## src/rtl/pcit_pkg.sv

```systemverilog
package pcit_pkg;

  typedef enum logic [1:0] {
    ST_IDLE   = 2'd0,
    ST_DECODE = 2'd1,
    ST_DATA   = 2'd2,
    ST_TURN   = 2'd3
  } tgt_state_e;

  localparam logic [3:0] CMD_MEM_RD = 4'b0110;
  localparam logic [3:0] CMD_MEM_WR = 4'b0111;

endpackage

```

## src/rtl/pcit_decode.sv

```systemverilog
module pcit_decode #(
  parameter int          WIN_LOG2 = 12,
  parameter logic [31:0] WIN_BASE = 32'h4000_0000,
  localparam int         TAG_W    = 32 - WIN_LOG2
) (
  input  logic [TAG_W-1:0] addr_tag,
  input  logic [3:0]       cmd,
  output logic             claim,
  output logic             is_write
);
  import pcit_pkg::*;

  localparam logic [TAG_W-1:0] BASE_TAG = WIN_BASE[31:WIN_LOG2];

  logic in_window;
  logic cmd_ok;

  always_comb begin
    in_window = (addr_tag == BASE_TAG);
    cmd_ok    = (cmd == CMD_MEM_RD) || (cmd == CMD_MEM_WR);
    claim     = in_window && cmd_ok;
    is_write  = (cmd == CMD_MEM_WR);
  end

endmodule

```

## src/rtl/pcit_wait_timer.sv

```systemverilog
module pcit_wait_timer #(
  parameter  int LIMIT = 8,
  localparam int CNT_W = (LIMIT > 2) ? $clog2(LIMIT) : 1
) (
  input  logic clk,
  input  logic rst_n,
  input  logic inc,
  output logic expire
);
  logic [CNT_W-1:0] cnt_q;
  logic             at_top;

  assign at_top = (cnt_q == CNT_W'(LIMIT - 1));
  assign expire = inc && at_top;

  always_ff @(posedge clk or negedge rst_n) begin
    if (!rst_n) begin
      cnt_q <= '0;
    end else if (!inc || at_top) begin
      cnt_q <= '0;
    end else begin
      cnt_q <= cnt_q + 1'b1;
    end
  end


  wait_run_chk: assert property (@(posedge clk) disable iff (!rst_n)
    (inc && !at_top) |=> (cnt_q == $past(cnt_q) + 1'b1));

endmodule

```

## src/rtl/pcit_addr_ctr.sv

```systemverilog
module pcit_addr_ctr #(
  parameter  int WORD_W = 30
) (
  input  logic              clk,
  input  logic              rst_n,
  input  logic              load,
  input  logic [WORD_W-1:0] load_word,
  input  logic              step,
  output logic [WORD_W-1:0] word
);
  always_ff @(posedge clk or negedge rst_n) begin
    if (!rst_n) begin
      word <= '0;
    end else if (load) begin
      word <= load_word;
    end else if (step) begin
      word <= word + 1'b1;
    end
  end


  addr_step_chk: assert property (@(posedge clk) disable iff (!rst_n)
    (step && !load) |=> (word == $past(word) + 1'b1));

endmodule

```

## src/rtl/pcit_target.sv

```systemverilog
module pcit_target #(
  parameter int          WIN_LOG2    = 12,
  parameter logic [31:0] WIN_BASE    = 32'h4000_0000,
  parameter int          RETRY_LIMIT = 8
) (
  input  logic        clk,
  input  logic        rst_n,
  input  logic        frame_n,
  input  logic        irdy_n,
  input  logic [31:0] ad_in,
  input  logic [3:0]  cbe_n,
  output logic [31:0] ad_out,
  output logic        ad_oe,
  output logic        devsel_n,
  output logic        devsel_oe,
  output logic        trdy_n,
  output logic        trdy_oe,
  output logic        stop_n,
  output logic        stop_oe,
  output logic        loc_req,
  input  logic        loc_ack,
  input  logic        loc_abort,
  input  logic [31:0] loc_rdata,
  output logic        loc_we,
  output logic [31:0] loc_addr,
  output logic        loc_xfer,
  output logic [31:0] loc_wdata,
  output logic [3:0]  loc_be
);
  import pcit_pkg::*;

  localparam int WORD_W = 30;

  tgt_state_e  state_q;
  logic        frame_q;
  logic [31:2] addr_q;
  logic [3:0]  cmd_q;
  logic        we_q;
  logic        first_q;

  logic        start_seen;
  logic        claim;
  logic        dec_write;
  logic        tmr_inc;
  logic        tmr_expire;
  logic [WORD_W-1:0] cur_word;

  assign start_seen = (state_q == ST_IDLE) && !frame_n && frame_q;
  assign loc_req    = (state_q == ST_DATA) && trdy_n && stop_n;
  assign loc_xfer   = (state_q == ST_DATA) && !trdy_n && !irdy_n;
  assign tmr_inc    = loc_req && !loc_ack && !loc_abort && first_q;

  assign loc_we    = we_q;
  assign loc_addr  = {cur_word, 2'b00};
  assign loc_wdata = ad_in;
  assign loc_be    = ~cbe_n;

  pcit_decode #(
    .WIN_LOG2 (WIN_LOG2),
    .WIN_BASE (WIN_BASE)
  ) u_decode (
    .addr_tag (addr_q[31:WIN_LOG2]),
    .cmd      (cmd_q),
    .claim    (claim),
    .is_write (dec_write)
  );

  pcit_wait_timer #(
    .LIMIT (RETRY_LIMIT)
  ) u_timer (
    .clk    (clk),
    .rst_n  (rst_n),
    .inc    (tmr_inc),
    .expire (tmr_expire)
  );

  pcit_addr_ctr #(
    .WORD_W (WORD_W)
  ) u_addr (
    .clk       (clk),
    .rst_n     (rst_n),
    .load      (state_q == ST_DECODE),
    .load_word (addr_q),
    .step      (loc_xfer),
    .word      (cur_word)
  );

  always_ff @(posedge clk or negedge rst_n) begin
    if (!rst_n) begin
      state_q   <= ST_IDLE;
      frame_q   <= 1'b1;
      addr_q    <= '0;
      cmd_q     <= '0;
      we_q      <= 1'b0;
      first_q   <= 1'b0;
      devsel_n  <= 1'b1;
      trdy_n    <= 1'b1;
      stop_n    <= 1'b1;
      devsel_oe <= 1'b0;
      trdy_oe   <= 1'b0;
      stop_oe   <= 1'b0;
      ad_oe     <= 1'b0;
      ad_out    <= '0;
    end else begin
      frame_q <= frame_n;
      unique case (state_q)
        ST_IDLE: begin
          if (start_seen) begin
            addr_q  <= ad_in[31:2];
            cmd_q   <= cbe_n;
            state_q <= ST_DECODE;
          end
        end
        ST_DECODE: begin
          if (claim) begin
            state_q   <= ST_DATA;
            devsel_n  <= 1'b0;
            trdy_n    <= 1'b1;
            stop_n    <= 1'b1;
            devsel_oe <= 1'b1;
            trdy_oe   <= 1'b1;
            stop_oe   <= 1'b1;
            ad_oe     <= !dec_write;
            we_q      <= dec_write;
            first_q   <= 1'b1;
          end else begin
            state_q <= ST_IDLE;
          end
        end
        ST_DATA: begin
          if (!stop_n) begin
            if (frame_n) begin
              state_q  <= ST_TURN;
              devsel_n <= 1'b1;
              stop_n   <= 1'b1;
              trdy_n   <= 1'b1;
              ad_oe    <= 1'b0;
            end
          end else if (loc_xfer) begin
            first_q <= 1'b0;
            trdy_n  <= 1'b1;
            if (frame_n) begin
              state_q  <= ST_TURN;
              devsel_n <= 1'b1;
              ad_oe    <= 1'b0;
            end
          end else if (loc_req) begin
            if (loc_ack) begin
              trdy_n <= 1'b0;
              ad_out <= loc_rdata;
            end else if (loc_abort || tmr_expire) begin
              stop_n <= 1'b0;
            end
          end
        end
        ST_TURN: begin
          state_q   <= ST_IDLE;
          devsel_oe <= 1'b0;
          trdy_oe   <= 1'b0;
          stop_oe   <= 1'b0;
        end
        default: state_q <= ST_IDLE;
      endcase
    end
  end


  claim_medium_chk: assert property (@(posedge clk) disable iff (!rst_n)
    $rose(devsel_oe) |-> (!devsel_n && !$past(frame_n, 2)));


  claim_cmd_chk: assert property (@(posedge clk) disable iff (!rst_n)
    $rose(devsel_oe) |-> ($past(cbe_n, 2) == CMD_MEM_RD || $past(cbe_n, 2) == CMD_MEM_WR));


  trdy_hold_chk: assert property (@(posedge clk) disable iff (!rst_n)
    (state_q == ST_DATA && !trdy_n && irdy_n) |=> !trdy_n);


  release_chk: assert property (@(posedge clk) disable iff (!rst_n)
    $fell(devsel_oe) |-> ($past(devsel_n) && $past(trdy_n) && $past(stop_n)));


  trdy_after_ack_chk: assert property (@(posedge clk) disable iff (!rst_n)
    $fell(trdy_n) |-> $past(loc_req && loc_ack));


  retry_shape_chk: assert property (@(posedge clk) disable iff (!rst_n)
    $fell(stop_n) |-> (trdy_n && stop_oe && !devsel_n));


  reset_float_chk: assert property (@(posedge clk)
    !rst_n |-> (!devsel_oe && !trdy_oe && !stop_oe && !ad_oe));

endmodule

```

## config.mk

```make
export PLATFORM = sky130hd
export DESIGN_NAME = pcit_target
export DESIGN_NICKNAME = d
export VERILOG_FILES = /design/src/rtl/pcit_pkg.sv /design/src/rtl/pcit_decode.sv /design/src/rtl/pcit_wait_timer.sv /design/src/rtl/pcit_addr_ctr.sv /design/src/rtl/pcit_target.sv
export SDC_FILE = /design/constraint.sdc
export NUM_CORES = 1
export LEC_CHECK = 0
export BUFFER_PORTS_ARGS = -buffer_cell sky130_fd_sc_hd__buf_2
export CORE_MARGIN = 5
export CORE_UTILIZATION = 45
export CTS_CLUSTER_SIZE = 30
export DETAILED_ROUTE_END_ITERATION = 12
export PLACE_DENSITY = 0.76
export SYNTH_ARGS = -nofsm -noshare
export SYNTH_HDL_FRONTEND = slang
export SYNTH_SLANG_ARGS = --single-unit
```

## constraint.sdc

```tcl
create_clock -name clk -period 2.1 [get_ports clk]
set_clock_uncertainty 0.05 [all_clocks]
set_input_delay 0.42 -clock clk [delete_from_list [all_inputs] [get_ports clk]]
set_output_delay 0.42 -clock clk [all_outputs]
set_load 0.005 [all_outputs]
```

# Word level (Yosys, flattened, before mapping)
# Cells that the tools add are included.
dict set report word_totals {
  regBits 109
  latch_bits 0
  mem_bits_rw 0
  mem_bits_ro 0
  input_bits 74
  out_inout_bits 110
  wordCells 104
  memories 0
}
dict set report classes {
  addsub 2
  n_mul 0
  n_div 0
  magnitude_cmp 0
  n_eq_ne 15
  shift 0
  n_mux 37
  bitwise_logic 2
  reduce_logical 34
}
# operator count
set ops {}
lappend ops {{two-way mux 30 bit} 2}
lappend ops {{adder 30 x 1 -> 30 bit (second input constant)} 1}
lappend ops {{two-way mux 1 bit} 22}
lappend ops {{== test 20 x 19 -> 1 bit (second input constant)} 1}
lappend ops {{case mux 1 bit (2 select lines)} 6}
lappend ops {{logical AND 1 bit} 11}
lappend ops {{two-way mux 2 bit} 5}
lappend ops {{AND reduction 2 bit} 5}
lappend ops {{AND reduction 5 bit} 2}
lappend ops {{== test 4 x 3 -> 1 bit (second input constant)} 2}
lappend ops {{!= test 2 bit (second input constant)} 4}
lappend ops {{!= test 4 bit (second input constant)} 2}
lappend ops {{case mux 2 bit (4 select lines)} 1}
lappend ops {{logical NOT 1 bit} 7}
lappend ops {{!= test 3 bit (second input constant)} 2}
lappend ops {{nonzero test 2 bit} 3}
lappend ops {{== test 2 bit (second input constant)} 2}
lappend ops {{inverter 4 bit} 1}
lappend ops {{AND reduction 4 bit} 1}
lappend ops {{adder 3 x 1 -> 3 bit (second input constant)} 1}
lappend ops {{== test 3 bit (second input constant)} 1}
lappend ops {{logical OR 1 bit} 3}
lappend ops {{two-way mux 3 bit} 1}
lappend ops {{AND reduction 3 bit} 1}
lappend ops {{3 further kinds} 3}

# Depth between registers and ports, before layout
# Gate-level depths: netlist of the first run.
dict set report depth {
  depth_word 14
  depth_mapped 8
  mapped_depth_nobuf 6
}

# Cells and area by module
# A second synthesis of the first run with hierarchy kept.
dict set report unflattened {
  cells_unflattened 444
  hier_area_um2 5347.6
}
# module n_inst cells_per_inst area_each_um2 seq_area_each_um2
set modules_own_cells {}
lappend modules_own_cells {pcit_target 1 226 3390.8 1906.8}
lappend modules_own_cells {pcit_addr_ctr 1 199 1742.9 750.7}
lappend modules_own_cells {pcit_wait_timer 1 9 137.6 75.1}
lappend modules_own_cells {pcit_decode 1 10 76.3 0.0}

# Least setup slack after synthesis of the first run
# OpenSTA, ideal clock, no wires.
dict set report synth_path {
  path_type {register to register}
  from {register state_q[0]}
  to {register u_addr.word[25]}
  arrival_ps 1937
  path_slack_ps 43
  path_stages_with_launch 8
  path_buffers 2
  period_less_slack_ps 2057
  cell_sequence {dfrtp_1 -> buf_4 -> or4b_1 -> buf_2 -> inv_4 -> nand2_1 -> or4_1 -> nand3_1}
}
dict set report synth_via {
  elab_chain_cells 4
}
# item line_no
set synth_lines {}
lappend synth_lines {{start: declaration} pcit_target.sv:34} ;# tgt_state_e state_q;
lappend synth_lines {{start signal: assignment} pcit_target.sv:90} ;# state_q <= ST_IDLE;
lappend synth_lines {{start signal: assignment} pcit_target.sv:111} ;# state_q <= ST_DECODE;
lappend synth_lines {{start signal: assignment} pcit_target.sv:116} ;# state_q <= ST_DATA;
lappend synth_lines {{== test 2 bit} pcit_target.sv:50} ;# assign loc_xfer = (state_q == ST_DATA) && !trdy_n && !irdy_n;
lappend synth_lines {{logical AND 1 bit (2 in series)} pcit_target.sv:50}
lappend synth_lines {{via loc_xfer} pcit_target.sv:26} ;# output logic loc_xfer,
lappend synth_lines {{nonzero test 2 bit (no line)} n/a}
lappend synth_lines {{end signal: assignment} pcit_addr_ctr.sv:15} ;# word <= load_word;
lappend synth_lines {{end signal: assignment} pcit_addr_ctr.sv:17} ;# word <= word + 1'b1;
lappend synth_lines {{end: declaration} pcit_addr_ctr.sv:9} ;# output logic [WORD_W-1:0] word
# The timed path passes the listed nets, and every way through them passes these cells.
# A chain may end at the register's enable or synchronous reset.

# Worst setup path after layout of the first run
dict set report layout_path {
  from {register state_q[0]}
  to {output port loc_xfer}
}
dict set report layout_via {
  elab_chain_cells 3
}
# item line_no
set layout_lines {}
lappend layout_lines {{== test 2 bit} pcit_target.sv:50}
lappend layout_lines {{logical AND 1 bit (2 in series)} pcit_target.sv:50}
lappend layout_lines {{end: declaration} pcit_target.sv:26}
# Every way passes these cells.

==> results by group, run 1 <==
Run status
  – Status: completed

Clock network
  – Root Driver: clkbuf_16
  – Clk sinks: 109
  – TritonCTS clock tree: yes
  – Max clock buf depth: 2
  – Clk slew on worst S/H paths: 0.07 ns
  – Worst-Skew Late Latency: 0.35 ns
  – CTS HTree Levels: 3
  – Num CTS Buffers: 9

Layout
  – Most common cell after layout, fill and taps aside: buf_2
  – Share of layout cells above drive strength 1: 0.484
  – # diodes: 0
  – Fill cells: 978
  – Finished Layout Cells: 782
  – Most frequent cells in the layout: 176 x buf_2, 105 x dfrtp_1, 66 x mux2_2
  – Nets: 711
  – Area grow syn2layout: 26.5%

Routing
  – Final wirelength: 13,400 um
  – Routed vias: 4,205
  – Vias per std cell: 5.38
  – WL/cell: 17.1 um
  – Drt drc: 0
  – DR iter-0 viols: 244
  – First-pass DRT Iterations: 4
  – Final antenna-violating net count: 0

Timing
  – Max Fclk: 0.499 GHz
  – TNS Setup: 0 ns
  – Finish-stage setup viols: 0
  – Hold Violations, Final: 0
  – RSZ-0062 raised after global routing: true
  – Fin. max-slew vios: 0
  – Final worst path period need: 2.01 ns
  – PnR worst setup slack: 0.0943 ns
  – Tcrit/Tclk final: 0.955

Power
  – Power Total: 5.12 mW
  – Power Density: 784 mW/mm2
  – Maximum vdd ir drop: 0.570 mV
  – Leak: 3.29 nW

Die
  – Core Box Area: 0.0113 mm2
  – Initial core utilization: 0.455
  – Die area: 0.0137 mm2
  – Io pins: 184
  – Die Height: 117 um
  – Die Wd: 117 um
  – Core Rows: 39

Synthesis
  – Top_reg_cell synth: dfrtp_1
  – Simple-gate share of the synthesized area: 0.147
  – Ys Warns: 0
  – Area share of fa/ha/maj cells after synthesis: 0.00728
  – Compound-Gate Fraction of Synth Area: 0.0813
  – Portion of the post-synthesis area used by sequential elements: 0.530
  – Post-synth ARST share: 1.00
  – Post-synth EDFFs: 0
  – Post-Synth XOR/XNOR Area: 0.00170
  – Syn Area/Cell: 11.0 um2
  – Distinct cells, synth: 45
  – Main combinational cell family by area after synthesis: multiplexers
  – Post-Syn Area: 0.00516 mm2
  – #FFs+latches synth: 109
  – Mux cell area share after synthesis: 0.152
  – Cells after Synth: 467

Setup path
  – Worst flop-to-flop path startpoint: addr_q[29]
  – CP Class: reg -> out
  – FF-to-FF setup slack: 0.10 ns
  – Worst Reg2Reg Path Length in Cells: 5
  – CP endpoint kind: primary output
  – Worst reg2reg path endpoint: loc_we
  – Max FO, Critical Path: 8
  – CP required: 1.63 ns
  – Startpoint type of the worst setup path: register
  – Critical path data arrival time: 1.54 ns

Min path
  – Hold Crit Endpoint: frame_q
  – Hold Crit Class: in -> reg
  – Hold_sp: frame_n
  – Worst Hold Path Cells: 1

Placed design
  – Port bufs: 177
  – Routability cong.: 0.854
  – Setup slack at placement: -0.0198 ns
  – Placed Instances: 765
  – DP Wirelength: 10,300 um

Global routing
  – Initial antenna violation count: 0
  – Vias in the first global route: 4,293
  – GRT Residual Overflow: 0
  – Largest net degree at the start of global routing: 44
  – Global Route Usage Sum: 0.195
  – First-pass GRT wire length: 21,000 um

Run
  – Reported max-cap violation count: 0
what timing repair did:
action                                  4_1_cts  5_1_grt
setup buffers                                 2        0
pin swaps                                     0        5
hold buffers                                  1        0
endpoints found under the hold margin        20        0
endpoints found under the setup margin        1       10
resized for setup                             2       11
cells in the mapped netlist, types with 2 or more instances:
cell type / count / area share
mux2i_1: 4 / 0.0078
nor3_1: 7 / 0.0068
nor4_1: 10 / 0.012
dfrtp_1: 105 / 0.51
nand3_1: 29 / 0.028
or4_1: 2 / 0.0029
nand4_1: 15 / 0.018
dfstp_2: 4 / 0.020
clkbuf_1: 11 / 0.0080
o21ai_0: 14 / 0.014
nand2b_1: 3 / 0.0036
a31oi_1: 6 / 0.0073
inv_1: 12 / 0.0087
nor2_1: 19 / 0.014
a221o_1: 5 / 0.0097
o31a_1: 2 / 0.0034
a21oi_1: 8 / 0.0078
and2_1: 3 / 0.0036
mux2_2: 66 / 0.14
nand2_1: 54 / 0.039
buf_2: 4 / 0.0039
ha_1: 3 / 0.0073
o311ai_0: 5 / 0.0085
buf_1: 3 / 0.0022
or4b_1: 2 / 0.0039
and3_1: 2 / 0.0024
buf_4: 37 / 0.054
or2_2: 2 / 0.0024
o211ai_1: 14 / 0.020
state kept, by name, summed over array words and instances (netlist names), named ones only:
signal         cells
ad_oe              1
ad_out            32
addr_q            30
cmd_q              4
devsel_n           1
first_q            1
frame_q            1
loc_we             1
state_q            1
stop_n             1
stop_oe            1
trdy_n             1
u_addr.word       30
u_timer.cnt_q      3
report_power, final:
| group | switching [mW] | total, mW | internal (mW) | leakage [nW] |
|---|---|---|---|---|
| combinational | 0.365 | 0.777 | 0.412 | 1.77 |
| sequential | 0.295 | 2.64 | 2.35 | 1.38 |
| clock | 0.743 | 1.70 | 0.955 | 0.143 |
worst max-delay path: stages (launching register included):
cell and delay, ns:
dfrtp_1 0.38, or4b_4 0.58, inv_6 0.12, buf_2 0.12
cell families after synthesis:
family | after synthesis
other cells | 1
compound gates | 61
mux | 70
flops | 109
xor+xnor | 1
buf+inv | 69
fa+ha+maj | 3
simple gates | 153
stage by stage:
| step | area, um2 | utilization | hold WS, ns |
|---|---|---|---|
| after floorplan | 5160 | - | 0.0744 |
| after global placement | 6160 | 0.544 | 0.285 |
| after detailed placement | 6160 | 0.544 | 0.287 |
| after CTS | 6470 | 0.572 | 0.166 |
| after global routing | 6520 | 0.576 | 0.183 |
| final | 6520 | 0.576 | 0.188 |
final cells by class:
cell class	instances	area, um2	area share
Clock inverter	4	47.5	0.00729
Tap cell	143	179	0.0274
Inverter	13	53.8	0.00825
Timing Repair Buffer	211	1190	0.182
Multi-Input combinational cell	290	2070	0.318
Clock buffer	12	246	0.0378
Sequential cell	109	2730	0.419
per-layer routing:
layer  vias up  track usage  part of all wire
met5         -            0                 0
met4         0       0.0742             0.019
met3        20       0.0375             0.066
met2       158        0.336              0.52
met1      2052        0.244              0.40
li1       1975            -                 -
worst max path at each step:
stage / to / startpoint / slack [ns] / cells after the start
final: loc_xfer / state_q[0] / 0.09 / 3
after global routing: loc_we / addr_q[29] / -0.05 / 5
after CTS: u_addr.word[23] / state_q[0] / 0.007 / 7
after detailed placement: u_addr.word[23] / irdy_n / -0.02 / 7
after global placement: loc_we / addr_q[29] / 0.03 / 5
after floorplan: u_addr.word[25] / state_q[0] / 0.04 / 7
Power figures use the tool's default switching activity.
==> run 2: changes to the inputs <==
Settings changed: PLACE_DENSITY 0.76 to 0.74.
==> run 2 against run 1 <==
Net effect:
- die area unchanged
- hold slack worse by 0.14 ns
- sequential share of layout area grew 0.19 points
- critical endpoint unchanged
- final area decreased by 0.40%
- largest cell class unchanged
- critical path type unchanged
- final cell count rose by 0.38%
- non-clock buffer count up 3
==> results by group, run 2 (synthesis results as in run 1) <==
Setup path
  – CP endpoint kind: primary output
  – FF-to-FF setup slack: 0.12 ns (+0.02 ns)
  – CP Class: reg -> out
  – Worst reg2reg path endpoint: loc_we
  – Critical-path cell list: or4b_4, inv_6, buf_2
  – Startpoint type of the worst setup path: register
  – Crit path largest cell delay: 0.58 ns (about the same)
  – Critical path data arrival time: 1.54 ns (about the same)
  – Worst flop-to-flop path startpoint: addr_q[18]
  – Max FO, Critical Path: 8 (unchanged)
  – Buf/Inv on CP: 2 (unchanged)
  – Worst Reg2Reg Path Length in Cells: 5 (unchanged)
  – Slowest stage cell, crit path: or4b_4
  – CP required: 1.63 ns (about the same)
  – CP top delay family: simple AND/OR/NAND/NOR gates

Layout
  – Finished Layout Cells: 785 (+0.38%)
  – # diodes: 0 (unchanged)
  – Nets: 714 (+0.42%)
  – Biggest regs: ad_out x32, addr_q x30, u_addr.word x30
  – Area of the multi-input gates: 0.00208 mm2 (about the same)
  – Biggest register: ad_out
  – Area grow syn2layout: 26.0%
  – Post-layout util: 0.574 (-0.00232)
  – Share of layout cells above drive strength 1: 0.492 (+0.00864)
  – Most frequent cells in the layout: 176 x buf_2, 104 x dfrtp_1, 66 x mux2_2
  – Most common cell after layout, fill and taps aside: buf_2
  – Fill cells: 979 (+0.10%)
  – Max FFs per register: 32 (unchanged)
  – Storage cell area: 0.00273 mm2 (about the same)

Die
  – Core Box Area: 0.0113 mm2 (unchanged)
  – Core Rows: 39 (unchanged)
  – Die Wd: 117 um (unchanged)
  – Io pins: 184 (unchanged)
  – Die Height: 117 um (unchanged)
  – Die area: 0.0137 mm2 (unchanged)
  – Initial core utilization: 0.455 (unchanged)

Timing
  – RSZ-0062 raised after global routing: false
  – Final worst path period need: 2.01 ns (+0.00298 ns)
  – Worst slew pin tran: 0.515 ns
  – TNS Setup: 0 ns (unchanged)
  – Fin. max-slew vios: 0 (unchanged)
  – Hold Violations, Final: 0 (unchanged)
  – Tcrit/Tclk final: 0.956 (+0.00142)
  – Max Fclk: 0.498 GHz (-0.15%)
  – Max_slew headroom: 0.657
  – PnR worst setup slack: 0.0914 ns (-0.00298 ns)
  – Finish-stage setup viols: 0 (unchanged)

Global routing
  – Vias in the first global route: 4,217 (-1.8%)
  – Initial antenna violation count: 0 (unchanged)
  – First-pass GRT wire length: 21,000 um (+0.23%)
  – Largest net degree at the start of global routing: 40 (-9.1%)
  – Global Route Usage Sum: 0.193 (-0.00179)
  – GRT Residual Overflow: 0 (unchanged)

Clock network
  – Root Driver: clkbuf_16
  – Worst-Skew Late Latency: 0.34 ns (about the same)
  – CTS HTree Levels: 3 (unchanged)
  – Clk slew on worst S/H paths: 0.07 ns (about the same)
  – TritonCTS clock tree: yes
  – Max clock buf depth: 2 (unchanged)
  – Num CTS Buffers: 9 (unchanged)
  – Clk sinks: 109 (unchanged)

Placed design
  – Placed Instances: 766 (+0.13%)
  – DP Wirelength: 10,300 um (-0.44%)
  – Setup slack at placement: -0.0335 ns (-0.0137 ns)
  – Port bufs: 177 (unchanged)
  – Routability cong.: 0.889 (+4.1%)

Routing
  – Met2 Wirelength: 7000 um (+1.3%)
  – M1 WL: 5410 um (+1.8%)
  – DR iter-0 viols: 282 (+16%)
  – Routed vias: 4,196 (-0.21%)
  – Final antenna-violating net count: 0 (unchanged)
  – DR top layer: met4
  – WL/cell: 17.1 um (-0.24%)
  – First-pass DRT Iterations: 4 (unchanged)
  – Drt drc: 0 (unchanged)
  – Final wirelength: 13,400 um (+0.14%)
  – Vias per std cell: 5.35 (-0.60%)
  – Met3 Routed Length: 805 um (-9.4%)

Run status
  – Status: completed

Power
  – Power Density: 764 mW/mm2 (-2.6%)
  – Leak: 3.29 nW (about the same)
  – Maximum vdd ir drop: 0.425 mV (-25%)

Min path
  – Hold Crit Class: in -> async

Run
  – Reported max-cap violation count: 0 (unchanged)
run 2: how the worst max path moves through the flow:
stage | start | end | slack (ns) | cells after the start
3_3_place_gp | irdy_n | u_addr.word[23] | 0.04 | 7
2_1_floorplan | state_q[0] | u_addr.word[25] | 0.04 | 7
5_1_grt | addr_q[12] | loc_we | 0.004 | 5
6_report | trdy_n | loc_xfer | 0.09 | 3
3_5_place_dp | irdy_n | u_addr.word[16] | -0.03 | 8
4_1_cts | trdy_n | u_addr.word[23] | 0.003 | 7
run 2: per-layer routing:
metal | up-vias | track usage
met3 | 16 | 0.0380
met5 | - | 0
li1 | 1985 | -
met4 | 0 | 0.0581
met1 | 2071 | 0.253
met2 | 124 | 0.326
run 2: final cells by class:
| type | instances | share of cell area |
|---|---|---|
| multi-input combinational | 290 | 0.320 |
| inverter | 13 | 0.00828 |
| sequential | 109 | 0.421 |
| timing repair buffer | 214 | 0.183 |
| clock inverter | 6 | 0.00578 |
| clock buffer | 10 | 0.0353 |
| tap | 143 | 0.0275 |
run 2: repair_timing:
action                     in CTS  in global routing
hold buffers                    0                  0
resized for setup               6                 12
pin swaps                       3                  9
buffers inserted                2                  3
setup endpoints to repair       7                 12
run 2: power by group:
| part | switching, mW | internal (mW) |
|---|---|---|
| Clock | 0.748 | 0.805 |
| Sequential | 0.282 | 2.35 |
| Combinational | 0.370 | 0.413 |
run 2: metrics by stage:
step                hold WS, ns  area (um2)  power (mW)
floorplan                0.0744        5160        3.00
global placement          0.377        6140        3.39
detailed placement        0.390        6140        3.43
CTS                      0.0725        6430        4.99
global route              0.105        6490        5.21
finish                   0.0525        6490        4.96
==> run 3: changes to the inputs <==
Settings changed: CORE_UTILIZATION 45 to 48, PLACE_DENSITY 0.74 to 0.76.
Clock period 2.1 ns to 2.15 ns, I/O delays scaled along.
==> run 3 against run 2 <==
Net effect:
- first-iteration DRC count is 11% higher
- wire length is 3.1% lower
- flip-flop and latch count stayed put
- critical path depth is 1 higher
- highest routed layer unchanged
- sequential share of layout area is 0.60 points higher
- combinational power is 5.0% lower
- via count is 2.0% lower
- hold slack better by 0.10 ns
- sequential power is 2% lower
- non-clock buffer count is 3 lower
- global-route usage is 0.97 points higher
==> results by group, run 3 (synthesis results as in run 1) <==
Timing
  – Fin. max-slew vios: 0 (unchanged)
  – PnR worst setup slack: 0.0552 ns (-0.0361 ns)
  – TNS Setup: 0 ns (unchanged)
  – Max Fclk: 0.477 GHz
  – Tcrit/Tclk final: 0.974
  – RSZ-0062 raised after global routing: true
  – Hold Violations, Final: 0 (unchanged)
  – Finish-stage setup viols: 0 (unchanged)
  – Final worst path period need: 2.09 ns

Clock network
  – TritonCTS clock tree: yes
  – Num CTS Buffers: 9 (unchanged)
  – Worst-Skew Late Latency: 0.37 ns (+0.03 ns)
  – Clk sinks: 109 (unchanged)
  – Root Driver: clkbuf_8
  – CTS HTree Levels: 3 (unchanged)
  – Max clock buf depth: 2 (unchanged)
  – Clk slew on worst S/H paths: 0.10 ns (+0.03 ns)

Global routing
  – First-pass GRT wire length: 21,200 um (+0.92%)
  – Largest net degree at the start of global routing: 63 (+57%)
  – Initial antenna violation count: 0 (unchanged)
  – Global Route Usage Sum: 0.203 (+0.00973)
  – Vias in the first global route: 4,330 (+2.7%)
  – GRT Residual Overflow: 0 (unchanged)

Run status
  – Status: completed

Setup path
  – Worst flop-to-flop path startpoint: addr_q[28]
  – Worst Reg2Reg Path Length in Cells: 5 (unchanged)
  – CP required: 1.67 ns (+0.04 ns)
  – Startpoint type of the worst setup path: register
  – Max FO, Critical Path: 8 (unchanged)
  – CP Class: reg -> out
  – Critical path data arrival time: 1.61 ns (+0.07 ns)
  – FF-to-FF setup slack: 0.08 ns (-0.04 ns)
  – CP endpoint kind: primary output
  – Worst reg2reg path endpoint: loc_we

Die
  – Core Box Area: 0.0104 mm2 (-8.0%)
  – Die Wd: 114 um (-2.9%)
  – Initial core utilization: 0.495 (+0.0396)
  – Die Height: 114 um (-2.9%)
  – Core Rows: 37 (-5.1%)
  – Die area: 0.0129 mm2 (-5.7%)
  – Io pins: 184 (unchanged)

Min path
  – Hold Crit Endpoint: frame_q
  – Worst Hold Path Cells: 1
  – Hold_sp: frame_n
  – Hold Crit Class: in -> reg

Layout
  – Biggest register: ad_out
  – Max FFs per register: 32 (unchanged)
  – Area grow syn2layout: 24.2%
  – Share of layout cells above drive strength 1: 0.485 (-0.00708)
  – # diodes: 0 (unchanged)
  – Biggest regs: ad_out x32, addr_q x30, u_addr.word x30
  – Most frequent cells in the layout: 176 x buf_2, 104 x dfrtp_1, 66 x mux2_2
  – Nets: 711 (-0.42%)
  – Most common cell after layout, fill and taps aside: buf_2
  – Post-layout util: 0.615 (+0.0411)

Placed design
  – Port bufs: 177 (unchanged)
  – Setup slack at placement: -0.0487 ns (-0.0152 ns)
  – Routability cong.: 0.868 (-2.3%)
  – DP Wirelength: 9790 um (-4.7%)

Routing
  – Drt drc: 0 (unchanged)
  – First-pass DRT Iterations: 4 (unchanged)
  – Vias per std cell: 5.31 (-0.69%)
  – WL/cell: 16.7 um (-1.8%)
  – Routed vias: 4,114 (-2.0%)
  – DR iter-0 viols: 312 (+11%)
  – Final wirelength: 13,000 um (-3.1%)
  – Final antenna-violating net count: 0 (unchanged)

Power
  – Power Total: 4.43 mW (-11%)
  – Leak: 3.24 nW (-1.5%)
  – Power Density: 692 mW/mm2 (-9.5%)
  – Maximum vdd ir drop: 0.310 mV (-27%)

Run
  – Reported max-cap violation count: 0 (unchanged)
[run 3: through the flow]
step	hold WS (ns)	area, um2	cells
floorplan	0.0844	5160	468
global placement	0.376	6130	754
detailed placement	0.395	6130	754
CTS	0.143	6340	773
global route	0.144	6400	775
finish	0.156	6400	775
[run 3: layout make-up]
class / count / area, um2
Fill cell: 909 / 4010
Sequential cell: 109 / 2730
Multi-Input combinational cell: 290 / 2070
Timing Repair Buffer: 211 / 1200
Tap cell: 136 / 170
Clock buffer: 12 / 145
Inverter: 13 / 56.3
Clock inverter: 4 / 23.8
[run 3: how the worst max path moves through the flow]
stage                    start         endpoint  slack, ns  cells past startpoint
detailed placement  addr_q[29]           loc_we      -0.05                      5
global route        addr_q[28]           loc_we      -0.04                      5
CTS                     trdy_n         loc_xfer       0.01                      4
finish                  trdy_n         loc_xfer       0.06                      4
floorplan           state_q[0]  u_addr.word[25]       0.09                      7
global placement    addr_q[29]           loc_we       0.02                      5
[run 3: report_power, final]
group	switching, mW	leakage [nW]	internal, mW
clock	0.663	0.0901	0.451
sequential	0.282	1.38	2.29
combinational	0.348	1.77	0.397
[run 3: worst max-delay path, cell delays in order, from the launching register on]
cell	delay [ns]
dfstp_2	0.38
or4b_4	0.53
buf_6	0.15
inv_8	0.07
buf_2	0.11
[run 3: layer usage]
layer | vias to the layer above | track usage | routed length, um
met3 | 16 | 0.0446 | 830
met2 | 121 | 0.338 | 6670
met1 | 2011 | 0.260 | 5300
met5 | - | 0 | 0
met4 | 0 | 0.0745 | 180
li1 | 1966 | - | -
[run 3: what timing repair did]
action                                  CTS  global route
setup buffers                             3             2
hold endpoints to repair                 30             0
hold buffers                              1             0
resized for setup                         4            10
endpoints found under the setup margin    2             8
pin swaps                                 0             5
